**src/rtl/idle_pd_pkg.sv**
```systemverilog
package idle_pd_pkg;
  localparam int REG_AW = 2;
  localparam logic [REG_AW-1:0] REG_CTRL    = 2'd0;
  localparam logic [REG_AW-1:0] REG_TIMEOUT = 2'd1;
  localparam logic [REG_AW-1:0] REG_MASK    = 2'd2;
  localparam logic [REG_AW-1:0] REG_STATUS  = 2'd3;

  typedef struct packed {
    logic gateBus;     // zero the buses and logic-block inputs
    logic deselMem;    // force all memory selects inactive
  } pd_strobe_t;
endpackage

```
**src/rtl/idle_pd_ctrl.sv**
```systemverilog
module idle_pd_ctrl
  import idle_pd_pkg::*;
#(
  parameter int TW = 16,
  parameter int NSIG = 8,
  parameter int TIMEOUT_RST = 255
) (
  input  logic              clk,
  input  logic              rstN,
  input  logic              strobeIn,
  input  logic              regWe,
  input  logic [REG_AW-1:0] regAddr,
  input  logic [TW-1:0]     regWdata,
  output logic [TW-1:0]     regRdata,
  output logic [NSIG-1:0]   blockMask,
  output logic              turboOn,
  output logic              pwrDown,
  output pd_strobe_t        ctlS
);
  localparam int SYNC_N = 3;
  localparam logic [TW-1:0] CNT_MAX = '1;
  localparam logic [TW-1:0] TO_RST = TW'(TIMEOUT_RST);

  logic [SYNC_N-1:0] syncQ;
  logic              actEdge;
  logic [TW-1:0]     idleCnt;
  logic [TW-1:0]     timeoutReg;
  logic              pdEnable;
  logic              turboQ;
  logic [NSIG-1:0]   maskQ;
  logic              pdQ;
  logic [TW-1:0]     maskWide;

  // two synchronizer flops plus one history flop for edge detection
  always_ff @(posedge clk) begin
    if (!rstN) syncQ <= '0;
    else       syncQ <= {syncQ[SYNC_N-2:0], strobeIn};
  end
  assign actEdge = syncQ[SYNC_N-1] ^ syncQ[SYNC_N-2];

  always_ff @(posedge clk) begin
    if (!rstN) begin
      turboQ     <= 1'b1;
      pdEnable   <= 1'b0;
      timeoutReg <= TO_RST;
      maskQ      <= '0;
    end else if (regWe) begin
      case (regAddr)
        REG_CTRL: begin
          turboQ   <= regWdata[0];
          pdEnable <= regWdata[1];
        end
        REG_TIMEOUT: timeoutReg <= regWdata;
        REG_MASK:    maskQ <= regWdata[NSIG-1:0];
        default: ;
      endcase
    end
  end

  always_ff @(posedge clk) begin
    if (!rstN)               idleCnt <= '0;
    else if (actEdge)        idleCnt <= '0;
    else if (idleCnt != CNT_MAX) idleCnt <= idleCnt + 1'b1;
  end

  always_ff @(posedge clk) begin
    if (!rstN)                         pdQ <= 1'b0;
    else if (actEdge || !pdEnable)     pdQ <= 1'b0;
    else if (idleCnt >= timeoutReg)    pdQ <= 1'b1;
  end

  always_comb begin
    maskWide = '0;
    maskWide[NSIG-1:0] = maskQ;
    case (regAddr)
      REG_CTRL:    regRdata = {{(TW-2){1'b0}}, pdEnable, turboQ};
      REG_TIMEOUT: regRdata = timeoutReg;
      REG_MASK:    regRdata = maskWide;
      default:     regRdata = {{(TW-1){1'b0}}, pdQ};
    endcase
  end

  assign blockMask     = maskQ;
  assign turboOn       = turboQ;
  assign pwrDown       = pdQ;
  assign ctlS.gateBus  = pdQ;
  assign ctlS.deselMem = pdQ;
endmodule

```
**src/rtl/idle_pd_gate.sv**
```systemverilog
module idle_pd_gate
  import idle_pd_pkg::*;
#(
  parameter int AW = 16,
  parameter int DW = 8,
  parameter int NMEM = 3,
  parameter int NSIG = 8
) (
  input  pd_strobe_t      ctlS,
  input  logic            chipSelIn,
  input  logic [NSIG-1:0] blockMask,
  input  logic [AW-1:0]   addrIn,
  input  logic [DW-1:0]   dataIn,
  input  logic [NMEM-1:0] memSelIn,
  input  logic [NSIG-1:0] logicIn,
  output logic [AW-1:0]   busAddr,
  output logic [DW-1:0]   busData,
  output logic [NMEM-1:0] memSel,
  output logic [NSIG-1:0] logicOut
);
  logic memAllow;

  assign busAddr  = ctlS.gateBus ? '0 : addrIn;
  assign busData  = ctlS.gateBus ? '0 : dataIn;
  assign memAllow = chipSelIn && !ctlS.deselMem;

  for (genvar m = 0; m < NMEM; m++) begin : g_sel
    assign memSel[m] = memSelIn[m] && memAllow;
  end

  for (genvar i = 0; i < NSIG; i++) begin : g_blk
    assign logicOut[i] = logicIn[i] && !blockMask[i] && !ctlS.gateBus;
  end
endmodule

```
**src/rtl/idle_pwrdn_ctrl.sv**
```systemverilog
module idle_pwrdn_ctrl
  import idle_pd_pkg::*;
#(
  parameter int AW = 16,
  parameter int DW = 8,
  parameter int NMEM = 3,
  parameter int NSIG = 8,
  parameter int TW = 16,
  parameter int TIMEOUT_RST = 255
) (
  input  logic              clk,
  input  logic              rstN,
  input  logic              strobeIn,
  input  logic              chipSelIn,
  input  logic              regWe,
  input  logic [REG_AW-1:0] regAddr,
  input  logic [TW-1:0]     regWdata,
  output logic [TW-1:0]     regRdata,
  input  logic [AW-1:0]     addrIn,
  input  logic [DW-1:0]     dataIn,
  input  logic [NMEM-1:0]   memSelIn,
  input  logic [NSIG-1:0]   logicIn,
  output logic [AW-1:0]     busAddr,
  output logic [DW-1:0]     busData,
  output logic [NMEM-1:0]   memSel,
  output logic [NSIG-1:0]   logicOut,
  output logic              pwrDown,
  output logic              turboOn
);
  pd_strobe_t      ctlS;
  logic [NSIG-1:0] blockMask;

  idle_pd_ctrl #(.TW(TW), .NSIG(NSIG), .TIMEOUT_RST(TIMEOUT_RST)) u_ctrl (
    .clk(clk), .rstN(rstN), .strobeIn(strobeIn),
    .regWe(regWe), .regAddr(regAddr), .regWdata(regWdata), .regRdata(regRdata),
    .blockMask(blockMask), .turboOn(turboOn), .pwrDown(pwrDown), .ctlS(ctlS)
  );

  idle_pd_gate #(.AW(AW), .DW(DW), .NMEM(NMEM), .NSIG(NSIG)) u_gate (
    .ctlS(ctlS), .chipSelIn(chipSelIn), .blockMask(blockMask),
    .addrIn(addrIn), .dataIn(dataIn), .memSelIn(memSelIn), .logicIn(logicIn),
    .busAddr(busAddr), .busData(busData), .memSel(memSel), .logicOut(logicOut)
  );
endmodule

```
**config.mk**
```make
export PLATFORM = sky130hd
export DESIGN_NAME = idle_pwrdn_ctrl
export DESIGN_NICKNAME = d
export VERILOG_FILES = /design/src/rtl/idle_pd_pkg.sv /design/src/rtl/idle_pd_ctrl.sv /design/src/rtl/idle_pd_gate.sv /design/src/rtl/idle_pwrdn_ctrl.sv
export SDC_FILE = /design/constraint.sdc
export NUM_CORES = 1
export LEC_CHECK = 0
export ABC_AREA = 1
export BUFFER_PORTS_ARGS = -buffer_cell sky130_fd_sc_hd__buf_2
export CORE_ASPECT_RATIO = 0.9
export CORE_MARGIN = 2
export CORE_UTILIZATION = 40
export DETAILED_ROUTE_END_ITERATION = 7
export PLACE_DENSITY = 0.71
export SYNTH_ARGS = -nofsm -noshare
export SYNTH_HDL_FRONTEND = slang
export SYNTH_SLANG_ARGS = --single-unit
export TNS_END_PERCENT = 20
```
**constraint.sdc**
```tcl
create_clock -name clk -period 1.4 [get_ports clk]
set_clock_uncertainty 0.05 [all_clocks]
set_input_delay 0.07 -clock clk [delete_from_list [all_inputs] [get_ports clk]]
set_output_delay 0.07 -clock clk [all_outputs]
set_load 0.02 [all_outputs]
```
==> flow_metrics.env <==
export IMPL_diodes=0
export IMPL_setup_slack_ps=-33.6
export IMPL_io_buffers=110
export IMPL_post_route_cell_area_mm2=0.00403
export IMPL_fp_dieW_um=90.6
export IMPL_finalCriticalPeriod_ps=1430
export IMPL_dp_cells=620
export IMPL_path_clk_slew_ps=90
export IMPL_maxCapViolCount=0
export IMPL_grt_pass1_vias=2900
export IMPL_syn_nets=483
export IMPL_cts_tree="done"
export IMPL_drt_total_wl_mm=7.95
export IMPL_p_leak_nw=2.14
export IMPL_dr_pass1_iters=4
export IMPL_final_common_cell="buf_2"
export IMPL_fillers=577
export IMPL_cp_required_ps=1590
export IMPL_multi_input_area_mm2=0.00162
export IMPL_tightest_slew_ps=473
export IMPL_status="complete, but fails checks"
export IMPL_synth_top_area_share=0.341
export IMPL_fp_row_count=28
export IMPL_synthDistinctLibCells=35
export IMPL_place_area_mm2=0.00352
export IMPL_drive_gt1_frac=0.379
export IMPL_synthToLayoutAreaGrowth_pct=49.0
export IMPL_initialDrtViolationCount=173
export IMPL_root_buffer="clkbuf_8"
export IMPL_fmax_mhz=698
export IMPL_path_max_fanout=5
export IMPL_ios=111
export IMPL_syn_area_per_cell_um2=6.62
export IMPL_clock_sinks=46
export IMPL_die_area_mm2=0.00743
export IMPL_hpwl_mm=5.68
export IMPL_grt_pass1_wl_mm=12.3
export IMPL_via_count=3117
export IMPL_yosysTopAreaCell="dfxtp_1"
export IMPL_synth_area_mm2=0.00270
export IMPL_netlist_instances=408
export IMPL_grt_max_degree=30
export IMPL_start_util=0.412
export IMPL_hold_viol_final=0
export IMPL_clockBufferDepth=2
export IMPL_ant_nets=0
export IMPL_cts_max_level=2
export IMPL_core_area_mm2=0.00655
export IMPL_yosysWarnings=0
export IMPL_crit_path_end_kind="flop"
export IMPL_synth_area_leaders="dfxtp_1, inv_1, nand2_1"
export IMPL_ys_ff_latch=46
export IMPL_ys_seq_area_frac=0.341
export IMPL_vdd_drop_max_mv=0.534
export IMPL_place_gp_congestion=0.868
export IMPL_setup_violations=5
export IMPL_startpoint_type="flop"
export IMPL_maxSlewHeadroom=0.684
export IMPL_drc=0
export IMPL_finalCritPeriodShare=1.02
export IMPL_regArea_um2=947
export IMPL_grt_usage=0.204
export IMPL_antenna_found_initial=0
export IMPL_die_y_um=82.0
export IMPL_wire_per_inst_um=12.3
export IMPL_hold_class="input pin to flop"
export IMPL_final_cell_mix="buf_2, inv_1, nand2_1"
export IMPL_power_density_mw_per_mm2=731
export IMPL_rsz0062_at_grt="true"
export IMPL_drv_slew=0
export IMPL_cts_buffers=5
export IMPL_worstSetupPathType="flop to flop"
export IMPL_instances_no_fill=646
export IMPL_crit_arrival_ps=1630
export IMPL_violations="setup timing"
export IMPL_nNetsFinal=630
export IMPL_vias_per_cell=4.83
export IMPL_insertion_delay_ps=300
export IMPL_overflow=0
==> sequential cells by signal (all words and copies together), names as in the netlist <==
register,flops
u_ctrl.idleCnt,16
u_ctrl.timeoutReg,16
u_ctrl.blockMask,8
u_ctrl.syncQ,3
u_ctrl.pdEnable,1
u_ctrl.pwrDown,1
u_ctrl.turboOn,1
==> power by group <==
group	total (mW)	internal, mW	switching [mW]
logic	0.651	0.273	0.377
clock network	0.917	0.453	0.464
registers	1.38	1.35	0.0236
==> worst paths after layout <==
path                           endpoint  slack (ps)              start  cells after the start
setup / recovery      u_ctrl.idleCnt[7]         -30  u_ctrl.idleCnt[1]                      9
hold / removal    u_ctrl.timeoutReg[11]           2       regWdata[11]                      3
setup reg to reg      u_ctrl.idleCnt[7]         -30  u_ctrl.idleCnt[1]                      9
hold reg to reg         u_ctrl.syncQ[1]         380    u_ctrl.syncQ[0]                      2
==> synth_stat cells <==
| master | number |
|---|---|
| nor3_1 | 3 |
| nor2_4 | 2 |
| nand3_2 | 2 |
| inv_1 | 78 |
| inv_2 | 2 |
| buf_1 | 1 |
| xnor2_1 | 3 |
| xor2_1 | 2 |
| nor2_2 | 2 |
| o22ai_1 | 6 |
| o211ai_1 | 7 |
| nor2_1 | 68 |
| nor3_2 | 2 |
| buf_2 | 2 |
| nand3_4 | 1 |
| nand3b_1 | 1 |
| nand2_2 | 2 |
| o21ai_0 | 19 |
| nand3_1 | 17 |
| o21bai_1 | 1 |
| a31oi_1 | 1 |
| a21oi_1 | 27 |
| o21ai_1 | 1 |
| clkinv_1 | 1 |
| nor3_4 | 1 |
| nand4_1 | 3 |
| o21a_1 | 1 |
| o2111ai_1 | 1 |
| o221ai_1 | 1 |
| nand2_1 | 75 |
| ha_1 | 17 |
| or2_2 | 3 |
| dfxtp_1 | 46 |
| clkbuf_1 | 8 |
| clkinv_4 | 1 |
==> per-stage QoR <==
| step | setup slack [ps] | hold slack, ps | setup TNS [ps] | total power [mW] | utilization |
|---|---|---|---|---|---|
| floorplan | -39.4 | 118 | -122 | 1.74 | - |
| global placement | -72.3 | 202 | -199 | 1.96 | 0.538 |
| detailed placement | -101 | 204 | -633 | 1.97 | 0.538 |
| CTS | -21.7 | 2.08 | -30.3 | 2.92 | 0.584 |
| global route | -92.1 | 11.2 | -730 | 3.08 | 0.614 |
| finish | -33.6 | 1.78 | -83.9 | 2.94 | 0.614 |
==> cell families after synthesis <==
group | count (synthesis) | share of synthesized area
buffers and inverters | 93 | 0.132
XOR/XNOR | 5 | 0.0162
AO/OA/AOI/OAI | 65 | 0.135
adder cells (fa/ha/maj) | 17 | 0.0787
AND/OR/NAND/NOR | 182 | 0.297
flip-flops | 46 | 0.341
==> final cells by class <==
cell class              instances  share of cell area
flip-flops and latches         46               0.235
well taps                      90              0.0280
clock inverters                 1             0.00218
repair buffers                150               0.230
multi-input cells             270               0.402
inverters                      82              0.0793
clock buffers                   7              0.0239
==> timing repair <==
| action | CTS | global route |
|---|---|---|
| endpoints found under the setup margin | 29 | 19 |
| resized for setup | 21 | 46 |
| hold buffers | 13 | 0 |
| setup buffers | 1 | 3 |
| gates cloned | 1 | 0 |
| pin swaps | 2 | 15 |
| endpoints found under the hold margin | 14 | 0 |
==> critical path: stages, from the launching register on <==
cell     delay [ps]
dfxtp_4         370
buf_6           120
nand2_4          60
nor2_4          150
nand2_4         100
nor2_4          140
buf_4           140
xor2_1          130
nor2_1           50
nor2_1           70
==> metal layers <==
metal  GRT usage  routed length (um)  up-vias
li1            -                   -     1573
met2       0.393                4000      112
met4      0.0769                 133        0
met5           0                   0        -
met3      0.0495                 525       13
met1       0.219                3290     1419
Note: power is estimated with default switching activity, not from simulation.
